`config.mk`:
```
export PLATFORM = sky130hd
export DESIGN_NAME = tlb_sreg_if
export DESIGN_NICKNAME = d
export VERILOG_FILES = /design/src/rtl/tlb_sreg_pkg.sv /design/src/rtl/tlb_sreg_ctrl.sv /design/src/rtl/tlb_sreg_dp.sv /design/src/rtl/tlb_sreg_if.sv
export SDC_FILE = /design/constraint.sdc
export NUM_CORES = 1
export LEC_CHECK = 0
export BUFFER_PORTS_ARGS = -buffer_cell sky130_fd_sc_hd__buf_2
export CAP_MARGIN = 15
export CORE_MARGIN = 2
export CORE_UTILIZATION = 46
export DETAILED_ROUTE_END_ITERATION = 6
export PLACE_DENSITY = 0.85
export SYNTH_ARGS = -nofsm -noshare
export SYNTH_HDL_FRONTEND = slang
export SYNTH_SLANG_ARGS = --single-unit
```
`constraint.sdc`:
```
create_clock -name clk -period 2 [get_ports clk]
set_clock_uncertainty 0.15 [all_clocks]
set_input_delay 0.4 -clock clk [delete_from_list [all_inputs] [get_ports clk]]
set_output_delay 0.4 -clock clk [all_outputs]
set_load 0.02 [all_outputs]
```
`src/rtl/tlb_sreg_pkg.sv`:
```
package tlb_sreg_pkg;

  typedef enum logic [2:0] {
    SEL_LO   = 3'd0,
    SEL_HI   = 3'd1,
    SEL_IDX  = 3'd2,
    SEL_SRCH = 3'd3,
    SEL_PID  = 3'd4,
    SEL_ZONE = 3'd5
  } regSel_e;

  typedef struct packed {
    logic wrLo;
    logic wrHi;
    logic wrIdx;
    logic wrPid;
    logic wrZone;
    logic srchStart;
    logic srchCapture;
    logic rdLo;
    logic rdHi;
    logic rdIdx;
    logic rdPid;
    logic rdZone;
    logic rdZero;
  } regStrobes_t;

  localparam logic [1:0] LVL_NONE = 2'd0;
  localparam logic [1:0] LVL_FULL = 2'd2;

endpackage

```
`src/rtl/tlb_sreg_ctrl.sv`:
```
module tlb_sreg_ctrl
  import tlb_sreg_pkg::*;
(
  input  logic        clk,
  input  logic        rstN,
  input  logic [1:0]  accessLvl,
  input  logic [2:0]  regSel,
  input  logic        rdEn,
  input  logic        wrEn,
  input  logic        srchDone,
  output regStrobes_t st,
  output logic        ready,
  output logic        srchBusy,
  output logic        accErr
);

  typedef enum logic {ST_IDLE, ST_SRCH} state_e;
  state_e state;

  logic accepted, isWr, isRd, lvlRd, lvlFull, badAcc;

  assign ready    = (state == ST_IDLE);
  assign srchBusy = (state == ST_SRCH);
  assign accepted = ready && (rdEn || wrEn);
  assign isWr     = accepted && wrEn;
  assign isRd     = accepted && !wrEn;
  assign lvlRd    = (accessLvl != LVL_NONE);
  assign lvlFull  = (accessLvl >= LVL_FULL);

  always_comb begin
    st = '0;
    badAcc = 1'b0;
    st.srchCapture = srchBusy && srchDone;
    if (isWr) begin
      case (regSel)
        SEL_LO:   st.wrLo      = lvlRd;
        SEL_HI:   st.wrHi      = lvlRd;
        SEL_IDX:  st.wrIdx     = lvlRd;
        SEL_SRCH: st.srchStart = lvlFull;
        SEL_PID:  st.wrPid     = lvlFull;
        SEL_ZONE: st.wrZone    = lvlFull;
        default:  badAcc       = 1'b1;
      endcase
    end else if (isRd) begin
      case (regSel)
        SEL_LO:   begin st.rdLo   = lvlRd; st.rdZero = !lvlRd; end
        SEL_HI:   begin st.rdHi   = lvlRd; st.rdZero = !lvlRd; end
        SEL_IDX:  begin st.rdIdx  = lvlRd; st.rdZero = !lvlRd; end
        SEL_PID:  begin st.rdPid  = lvlRd; st.rdZero = !lvlRd; end
        SEL_ZONE: begin st.rdZone = lvlRd; st.rdZero = !lvlRd; end
        default:  begin st.rdZero = 1'b1;  badAcc    = 1'b1;   end
      endcase
    end
  end

  always_ff @(posedge clk or negedge rstN) begin
    if (!rstN) begin
      state  <= ST_IDLE;
      accErr <= 1'b0;
    end else begin
      accErr <= badAcc;
      case (state)
        ST_IDLE: if (st.srchStart) state <= ST_SRCH;
        ST_SRCH: if (srchDone)     state <= ST_IDLE;
        default: state <= ST_IDLE;
      endcase
    end
  end

  // accepted search write stalls the bus and raises the request
  a_r9_stall_on_search: assert property (@(posedge clk) disable iff (!rstN)
    st.srchStart |=> (!ready && srchBusy));

  // bus is released after the result is captured
  a_r9_release_after_done: assert property (@(posedge clk) disable iff (!rstN)
    st.srchCapture |=> ready);

  // an illegal access flags an error on the next cycle
  a_r8_error_flag: assert property (@(posedge clk) disable iff (!rstN)
    (isRd && regSel == SEL_SRCH) |=> accErr);

endmodule

```
`src/rtl/tlb_sreg_dp.sv`:
```
module tlb_sreg_dp
  import tlb_sreg_pkg::*;
#(
  parameter int DATA_W   = 32,
  parameter int ESEL_W   = 8,
  parameter int TID_W    = 8,
  parameter int PAGE_LSB = 10
) (
  input  logic              clk,
  input  logic              rstN,
  input  regStrobes_t       st,
  input  logic              userMode,
  input  logic [DATA_W-1:0] wrData,
  input  logic [DATA_W-1:0] entRdLo,
  input  logic [DATA_W-1:0] entRdHi,
  input  logic [TID_W-1:0]  entRdTid,
  input  logic              srchHit,
  input  logic [ESEL_W-1:0] srchIdx,
  output logic [DATA_W-1:0] rdData,
  output logic [ESEL_W-1:0] entIdx,
  output logic              entWrLo,
  output logic              entWrHi,
  output logic [DATA_W-1:0] entWrData,
  output logic [TID_W-1:0]  entWrTid,
  output logic [DATA_W-1:0] srchPage,
  output logic              srchUser,
  output logic [TID_W-1:0]  curPid,
  output logic [DATA_W-1:0] zoneBits
);

  localparam int MSB = DATA_W - 1;
  localparam logic [DATA_W-1:0] PAGE_MASK = ~((DATA_W'(1) << PAGE_LSB) - DATA_W'(1));

  logic [DATA_W-1:0] idxReg, pidReg, zoneReg, rdReg, pageReg;
  logic              userReg;

  assign entIdx    = idxReg[ESEL_W-1:0];
  assign entWrLo   = st.wrLo;
  assign entWrHi   = st.wrHi;
  assign entWrData = wrData;
  assign entWrTid  = pidReg[TID_W-1:0];
  assign srchPage  = pageReg;
  assign srchUser  = userReg;
  assign curPid    = pidReg[TID_W-1:0];
  assign zoneBits  = zoneReg;
  assign rdData    = rdReg;

  // index register: software write, search result
  always_ff @(posedge clk or negedge rstN) begin
    if (!rstN) begin
      idxReg <= '0;
    end else if (st.srchCapture) begin
      if (srchHit) idxReg <= DATA_W'(srchIdx);
      else         idxReg[MSB] <= 1'b1;
    end else if (st.wrIdx) begin
      idxReg[MSB-1:0] <= wrData[MSB-1:0];
    end
  end

  // process ID and zone
  always_ff @(posedge clk or negedge rstN) begin
    if (!rstN) begin
      pidReg  <= '0;
      zoneReg <= '0;
    end else begin
      if (st.wrPid)       pidReg  <= wrData;
      else if (st.rdHi)   pidReg  <= DATA_W'(entRdTid);
      if (st.wrZone)      zoneReg <= wrData;
    end
  end

  // search request capture
  always_ff @(posedge clk or negedge rstN) begin
    if (!rstN) begin
      pageReg <= '0;
      userReg <= 1'b0;
    end else if (st.srchStart) begin
      pageReg <= wrData & PAGE_MASK;
      userReg <= userMode;
    end
  end

  // read data
  always_ff @(posedge clk or negedge rstN) begin
    if (!rstN) begin
      rdReg <= '0;
    end else if (st.rdZero) begin
      rdReg <= '0;
    end else if (st.rdLo) begin
      rdReg <= entRdLo;
    end else if (st.rdHi) begin
      rdReg <= entRdHi;
    end else if (st.rdIdx) begin
      rdReg <= idxReg;
    end else if (st.rdPid) begin
      rdReg <= pidReg;
    end else if (st.rdZone) begin
      rdReg <= zoneReg;
    end
  end

  // hit loads the entry number and clears the flag
  a_r5_hit_loads_index: assert property (@(posedge clk) disable iff (!rstN)
    (st.srchCapture && srchHit) |=> (idxReg == DATA_W'($past(srchIdx))));

  // miss sets only the flag
  a_r5_miss_sets_flag: assert property (@(posedge clk) disable iff (!rstN)
    (st.srchCapture && !srchHit) |=>
      (idxReg[MSB] && idxReg[MSB-1:0] == $past(idxReg[MSB-1:0])));

  // software index write keeps the flag bit
  a_r6_flag_kept: assert property (@(posedge clk) disable iff (!rstN)
    (st.wrIdx && !st.srchCapture) |=> (idxReg[MSB] == $past(idxReg[MSB])));

  // high-word read moves TID into process ID
  a_r4_tid_to_pid: assert property (@(posedge clk) disable iff (!rstN)
    (st.rdHi && !st.wrPid) |=> (pidReg == DATA_W'($past(entRdTid))));

  // rejected reads return zero
  a_r7_reject_reads_zero: assert property (@(posedge clk) disable iff (!rstN)
    st.rdZero |=> (rdReg == '0));

endmodule

```
`src/rtl/tlb_sreg_if.sv`:
```
module tlb_sreg_if
  import tlb_sreg_pkg::*;
#(
  parameter int DATA_W   = 32,
  parameter int ESEL_W   = 8,
  parameter int TID_W    = 8,
  parameter int PAGE_LSB = 10
) (
  input  logic              clk,
  input  logic              rstN,
  input  logic [1:0]        accessLvl,
  input  logic              userMode,
  input  logic [2:0]        regSel,
  input  logic              rdEn,
  input  logic              wrEn,
  input  logic [DATA_W-1:0] wrData,
  output logic [DATA_W-1:0] rdData,
  output logic              ready,
  output logic              accErr,
  output logic [ESEL_W-1:0] entIdx,
  output logic              entWrLo,
  output logic              entWrHi,
  output logic [DATA_W-1:0] entWrData,
  output logic [TID_W-1:0]  entWrTid,
  input  logic [DATA_W-1:0] entRdLo,
  input  logic [DATA_W-1:0] entRdHi,
  input  logic [TID_W-1:0]  entRdTid,
  output logic              srchReq,
  output logic [DATA_W-1:0] srchPage,
  output logic              srchUser,
  input  logic              srchDone,
  input  logic              srchHit,
  input  logic [ESEL_W-1:0] srchIdx,
  output logic [TID_W-1:0]  curPid,
  output logic [DATA_W-1:0] zoneBits
);

  regStrobes_t strobes;

  tlb_sreg_ctrl u_ctrl (
    .clk      (clk),
    .rstN     (rstN),
    .accessLvl(accessLvl),
    .regSel   (regSel),
    .rdEn     (rdEn),
    .wrEn     (wrEn),
    .srchDone (srchDone),
    .st       (strobes),
    .ready    (ready),
    .srchBusy (srchReq),
    .accErr   (accErr)
  );

  tlb_sreg_dp #(
    .DATA_W  (DATA_W),
    .ESEL_W  (ESEL_W),
    .TID_W   (TID_W),
    .PAGE_LSB(PAGE_LSB)
  ) u_dp (
    .clk      (clk),
    .rstN     (rstN),
    .st       (strobes),
    .userMode (userMode),
    .wrData   (wrData),
    .entRdLo  (entRdLo),
    .entRdHi  (entRdHi),
    .entRdTid (entRdTid),
    .srchHit  (srchHit),
    .srchIdx  (srchIdx),
    .rdData   (rdData),
    .entIdx   (entIdx),
    .entWrLo  (entWrLo),
    .entWrHi  (entWrHi),
    .entWrData(entWrData),
    .entWrTid (entWrTid),
    .srchPage (srchPage),
    .srchUser (srchUser),
    .curPid   (curPid),
    .zoneBits (zoneBits)
  );

endmodule

```
-- Yosys cells after proc, flatten, opt, wreduce, memory -nomap -nowiden
Index checks and enable logic that the tools add are counted.
- flip-flop bits (word level): 153
- input port bits: 124
- output and inout bits: 158
- logic and storage cells: 63
- order comparisons: 1
- equality and inequality tests: 6
- mux-type cells: 31
- bitwise gates (word level): 1
- reductions and logical operators: 15
- operators by type and width (operator ; number):
    $mux W32 ; 8
    $mux W31 ; 3
    $mux W6 ; 3
    $mux W1 ; 16
    $eq A3 B2 Y1 const B ; 2
    $eq A3 B3 Y1 const B ; 2
    $reduce_bool A2 Y1 ; 3
    $reduce_bool A6 Y1 ; 1
    $reduce_or A6 Y1 ; 1
    $reduce_or A5 Y1 ; 1
    $logic_and A1 B1 Y1 ; 4
    $eq A3 B1 Y1 const B ; 1
    $logic_not A3 Y1 ; 1
    $ge A2 B2 Y1 const B ; 1
    $logic_not A1 Y1 ; 2
    $ne A2 B2 Y1 const B ; 1
    $pmux W1 S2 ; 1
    $reduce_and A2 Y1 ; 1
    $logic_or A1 B1 Y1 ; 1
    $not A1 Y1 ; 1

-- Longest topological paths before layout
- depth in word-level cells: 11
- depth in mapped cells: 7
- mapped depth without buffers: 4

-- Cells and area by module
From an unflattened synthesis, not the netlist that was laid out.
- cell total of the unflattened synthesis: 717
- area total of the unflattened synthesis: 8274.2 sq um
- modules (own cells, without submodules) (module ; instances ; cells an instance ; area an instance (sq um) ; sequential area each (sq um)):
    tlb_sreg_dp ; 1 ; 683 ; 7988.9 ; 3778.6
    tlb_sreg_ctrl ; 1 ; 34 ; 285.3 ; 50.0

-- Least setup slack after synthesis
Ideal clock, no wire load.
- kind: register -> register
- start: reg u_ctrl.state (netlist: u_ctrl.srchBusy)
- end: reg u_dp.rdReg[30] (netlist: u_dp.rdData[30])
- library setup time: 126 ps
- arrival time: 1876 ps
- data required time: 1724 ps
- setup slack: -152 ps
- cell stages (with the launch flop): 7
- path buffers: 2
- period minus slack after synthesis: 2152 ps
- cells stage by stage: dfrtp_1 buf_6 or3b_1 buf_6 nor4b_4 nand2b_1 a221o_1
- longest elaborated chain between the ends: 10
- elaborated cells on any way between the ends: 12
- those cells by class: mux: 7; bitwise: 1; reduce/logical: 4
- ends and longest elaborated chain (element ; line ; text):
    start, declared ; tlb_sreg_ctrl.sv:18 ; state_e state;
    start signal, assigned ; tlb_sreg_ctrl.sv:58 ; state <= ST_IDLE;
    start signal, assigned ; tlb_sreg_ctrl.sv:63 ; ST_IDLE: if (st.srchStart) state <= ST_SRCH;
    start signal, assigned ; tlb_sreg_ctrl.sv:64 ; ST_SRCH: if (srchDone) state <= ST_IDLE;
    $not A1 Y1 * ; tlb_sreg_ctrl.sv:22 ; assign ready = (state == ST_IDLE);
    $logic_and A1 B1 Y1 * ; tlb_sreg_ctrl.sv:24 ; assign accepted = ready && (rdEn || wrEn);
    $logic_and A1 B1 Y1 ; tlb_sreg_ctrl.sv:26 ; assign isRd = accepted && !wrEn;
    $mux W6 ; tlb_sreg_ctrl.sv:44 ; end else if (isRd) begin
    $mux W6 * ; tlb_sreg_ctrl.sv:34 ; if (isWr) begin
    $mux W32 ; tlb_sreg_dp.sv:95 ; end else if (st.rdPid) begin
    $mux W32 ; tlb_sreg_dp.sv:93 ; end else if (st.rdIdx) begin
    $mux W32 ; tlb_sreg_dp.sv:91 ; end else if (st.rdHi) begin
    $mux W32 ; tlb_sreg_dp.sv:89 ; end else if (st.rdLo) begin
    $mux W32 ; tlb_sreg_dp.sv:87 ; end else if (st.rdZero) begin
    end signal, assigned ; tlb_sreg_dp.sv:90 ; rdReg <= entRdLo;
    end signal, assigned ; tlb_sreg_dp.sv:92 ; rdReg <= entRdHi;
    end signal, assigned ; tlb_sreg_dp.sv:94 ; rdReg <= idxReg;
    end, declared ; tlb_sreg_dp.sv:34 ; logic [DATA_W-1:0] idxReg, pidReg, zoneReg, rdReg, pageReg;
Every way passes the cells marked *; elsewhere a longest branch is shown, timed or not.
A chain may end at the register's enable or synchronous reset.

-- Final worst setup path
- start: reg u_ctrl.state (netlist: u_ctrl.srchBusy)
- end: reg u_dp.rdReg[31] (netlist: u_dp.rdData[31])
The elaborated chain is that of the path after synthesis.

==> summary.txt <==
Setup path
  • Crit Path Max Fanout: 5
  • R2R Setup Slk: -0.05 ns
  • WS Path Type: flop to flop
  • CP Launch Type: flop
  • CP arrival: 2.21 ns
  • Crit path required time: 2.17 ns
  • R2R depth: 6
  • Crit. End Element: flop

Finish
  • Net count, final: 1108
  • Share of layout cells above drive strength 1: 40.0%
  • Fillers: 1374
  • Final Cell Area: 0.0104 mm²
  • # diodes: 0
  • Area grow syn2layout: 30.5%

Synthesis
  • Number of synthesized flops with an enable pin: 0
  • Syn Area/Cell: 10.8 µm²
  • Ys Warns: 0
  • Simple-gate share of the synthesized area: 12.5%
  • Multiplexer area fraction after synthesis: 9.06%
  • Synth Area in Adders: 0%
  • Sequential fraction of the synthesis area: 48.2%
  • Top FF cell, synth: dfrtp_1
  • Cell with the most instances after synthesis: dfrtp_1
  • Unique masters post-synth: 43
  • Synth top area cells: dfrtp_1 (48%), mux2_1 (7.8%), buf_4 (6.2%)
  • Yosys top cell area share: 48.2%
  • Cell Area, Synth: 0.00794 mm²
  • Xor and xnor fraction of the mapped netlist area: 0.110%
  • Most instantiated cells after synthesis: dfrtp_1 (153), buf_4 (66), a22o_1 (55), mux2_1 (55)
  • Area leader, netlist: dfrtp_1
  • Synth Area in Compound Gates: 20.1%
  • Largest family of logic cells by synthesized area: compound AO/OA/AOI/OAI gates
  • Post-synthesis register bit count: 153
  • Post-synth ARST share: 100%
  • Post-Synthesis Cells: 737

Die
  • Die extent in x: 135 µm
  • Ports: 282
  • Die height: 135 µm
  • Die Footprint: 0.0183 mm²
  • Initial Util: 46.4%
  • Core Region: 0.0171 mm²
  • FP Rows: 48

Timing
  • Tightest Pin Transition: 0.590 ns
  • Slew headroom: 60.6%
  • RSZ-0062 raised after global routing: yes
  • Final hold violation count: 0
  • Max-slew violations: 0
  • Setup ws final: -0.0479 ns
  • Crit share post-route: 102%
  • Hold WS: 0.0321 ns
  • Final setup vio count: 1
  • Highest Clock Rate: 0.488 GHz
  • Tmin final: 2.05 ns

Global routing
  • Initial antenna violation count: 0
  • Gr usage total: 26.8%
  • GRT Residual Overflow: 0
  • Global-route wire length before repair: 37.7 mm
  • Vias in the first global route: 7027
  • Largest net degree at the start of global routing: 80

Routing
  • 1st-iter DRT viols: 445
  • Via count: 7025
  • Vias/cell: 5.75
  • Met2 WL: 12.3 mm
  • Wire length per cell: 20.5 µm
  • First-pass detailed-route iteration total: 5
  • Metal-1 WL: 10.3 mm
  • DRT antenna net count: 0
  • Final WL: 25.1 mm
  • DR DRC count: 0
  • Max layer used: met4
  • DR WL met3: 1.81 mm

Placement
  • Worst slack at placement: -0.238 ns
  • RePlAce Congestion: 0.896
  • Port Buffers: 271
  • Total placed instance area: 0.00957 mm²
  • Dpl hpwl: 17.5 mm

Power
  • Leakage power: 5.19 nW
  • Power density cells: 1000 mW/mm²
  • Max VDD drop: 599 µV

Clock network
  • CTS max path bufs: 2
  • Clock Sinks: 153
  • Clock-pin slew on the worst setup and hold paths: 0.07 ns
  • Clock Tree Root: clkbuf_16
  • CTS tree: done
  • CTS buffer count: 17
  • H-tree depth: 4
  • Clk Latency, worst-skew pair: 0.43 ns

Flow run
  • Max-cap violations: 0

Min path
  • Hold Crit Class: input port to flop
  • Hold Path Cell Cnt: 2

Outcome
  • Outcome: finished with violations
  • Failing checks: negative setup slack
-- per-stage QoR --
stage,util [%],TNS [ns],power [W],std cells
6_report,60.5,-0.0479,0.0104,1222
5_1_grt,60.5,-0.228,0.0108,1222
4_1_cts,60.0,-0.454,0.0104,1216
3_5_place_dp,55.9,-15.30,0.00700,1179
3_3_place_gp,55.9,-10.07,0.00690,1179
2_1_floorplan,-,-0.169,0.00599,746
-- timing repair --
item,in CTS,in global routing
pin swaps,13,5
gates resized for setup,13,12
setup endpoints to repair,3,44
hold buffers,1,0
cloned,0,2
buffers inserted,5,3
endpoints found under the hold margin,153,0
-- flip-flops by register name (all words and copies together) (netlist names) --
name / count
u_ctrl.accErr: 1
u_ctrl.srchBusy: 1
u_dp.idxReg: 32
u_dp.pidReg: 32
u_dp.rdData: 32
u_dp.srchPage: 22
u_dp.srchUser: 1
u_dp.zoneBits: 32
-- layer usage --
metal	vias up	track usage, %
li1	3158	-
met1	3428	33.6
met2	381	45.5
met3	58	5.76
met4	0	10.4
met5	-	0
-- cells in the final DEF (no fill, tap or decap), types with 3 or more instances in the layout --
cell and count:
o21ai_0 10, clkbuf_16 18, or4b_1 44, buf_6 6, nor2b_1 23, o22a_1 22
a221oi_1 7, dfrtp_1 152, a22o_1 55, a22oi_1 6, nand2_1 52, inv_6 3
nor2_1 3, conb_1 10, bufinv_16 3, o21ai_1 53, a21o_1 8, a2bb2oi_1 8
buf_4 56, mux2_1 55, mux2i_1 10, a21oi_1 25, nand2b_1 3, nor2_4 4
buf_12 13, a31oi_1 23, inv_1 10, clkinv_4 3, buf_2 268
-- report_power, final --
| part | leakage (nW) | internal (W) | switching [W] | total, W |
|---|---|---|---|---|
| Sequential | 1.95 | 0.00375 | 0.000465 | 0.00422 |
| Combinational | 2.95 | 0.00114 | 0.00165 | 0.00279 |
| Clock | 0.294 | 0.00201 | 0.00135 | 0.00336 |
| Total | 5.19 | 0.00690 | 0.00347 | 0.0104 |
-- path summary, 6_finish.rpt --
kind / endpoint / from
worst max-delay path: u_dp.rdData[31] / u_ctrl.srchBusy
worst min-delay path: u_dp.srchUser / userMode
worst max register to register: u_dp.rdData[31] / u_ctrl.srchBusy
worst min register to register: u_dp.srchPage[18] / u_dp.srchPage[18]
max in group asynchronous: u_ctrl.srchBusy / rstN
min in group asynchronous: u_dp.rdData[6] / rstN
-- logic make-up (layout without fill, tap and decap cells) --
kind of cell	Yosys count	after routing
AOI/OAI and AO/OA	229	229
DFF	153	153
and+or+nand+nor	151	152
buffers and inverters	137	387
muxes	65	65
other	1	10
xor gates and xnor gates	1	1
-- final cells by class --
type	count	area (µm²)	area share [%]
Clock buffer	19	443	4.27
Clock inverter	13	168	1.62
Inverter	10	37.5	0.362
Multi-Input combinational cell	457	3480	33.6
Sequential cell	153	3830	37.0
Tap cell	225	282	2.72
Timing Repair Buffer	345	2120	20.5
-- critical path, stage by stage, from the launching register on --
cell     delay (ns)
dfrtp_2        0.45
buf_6          0.13
or3b_4         0.40
nor4b_4        0.31
buf_4          0.22
mux2i_1        0.19
o21ai_1        0.08
Power figures use the tool's default switching activity.
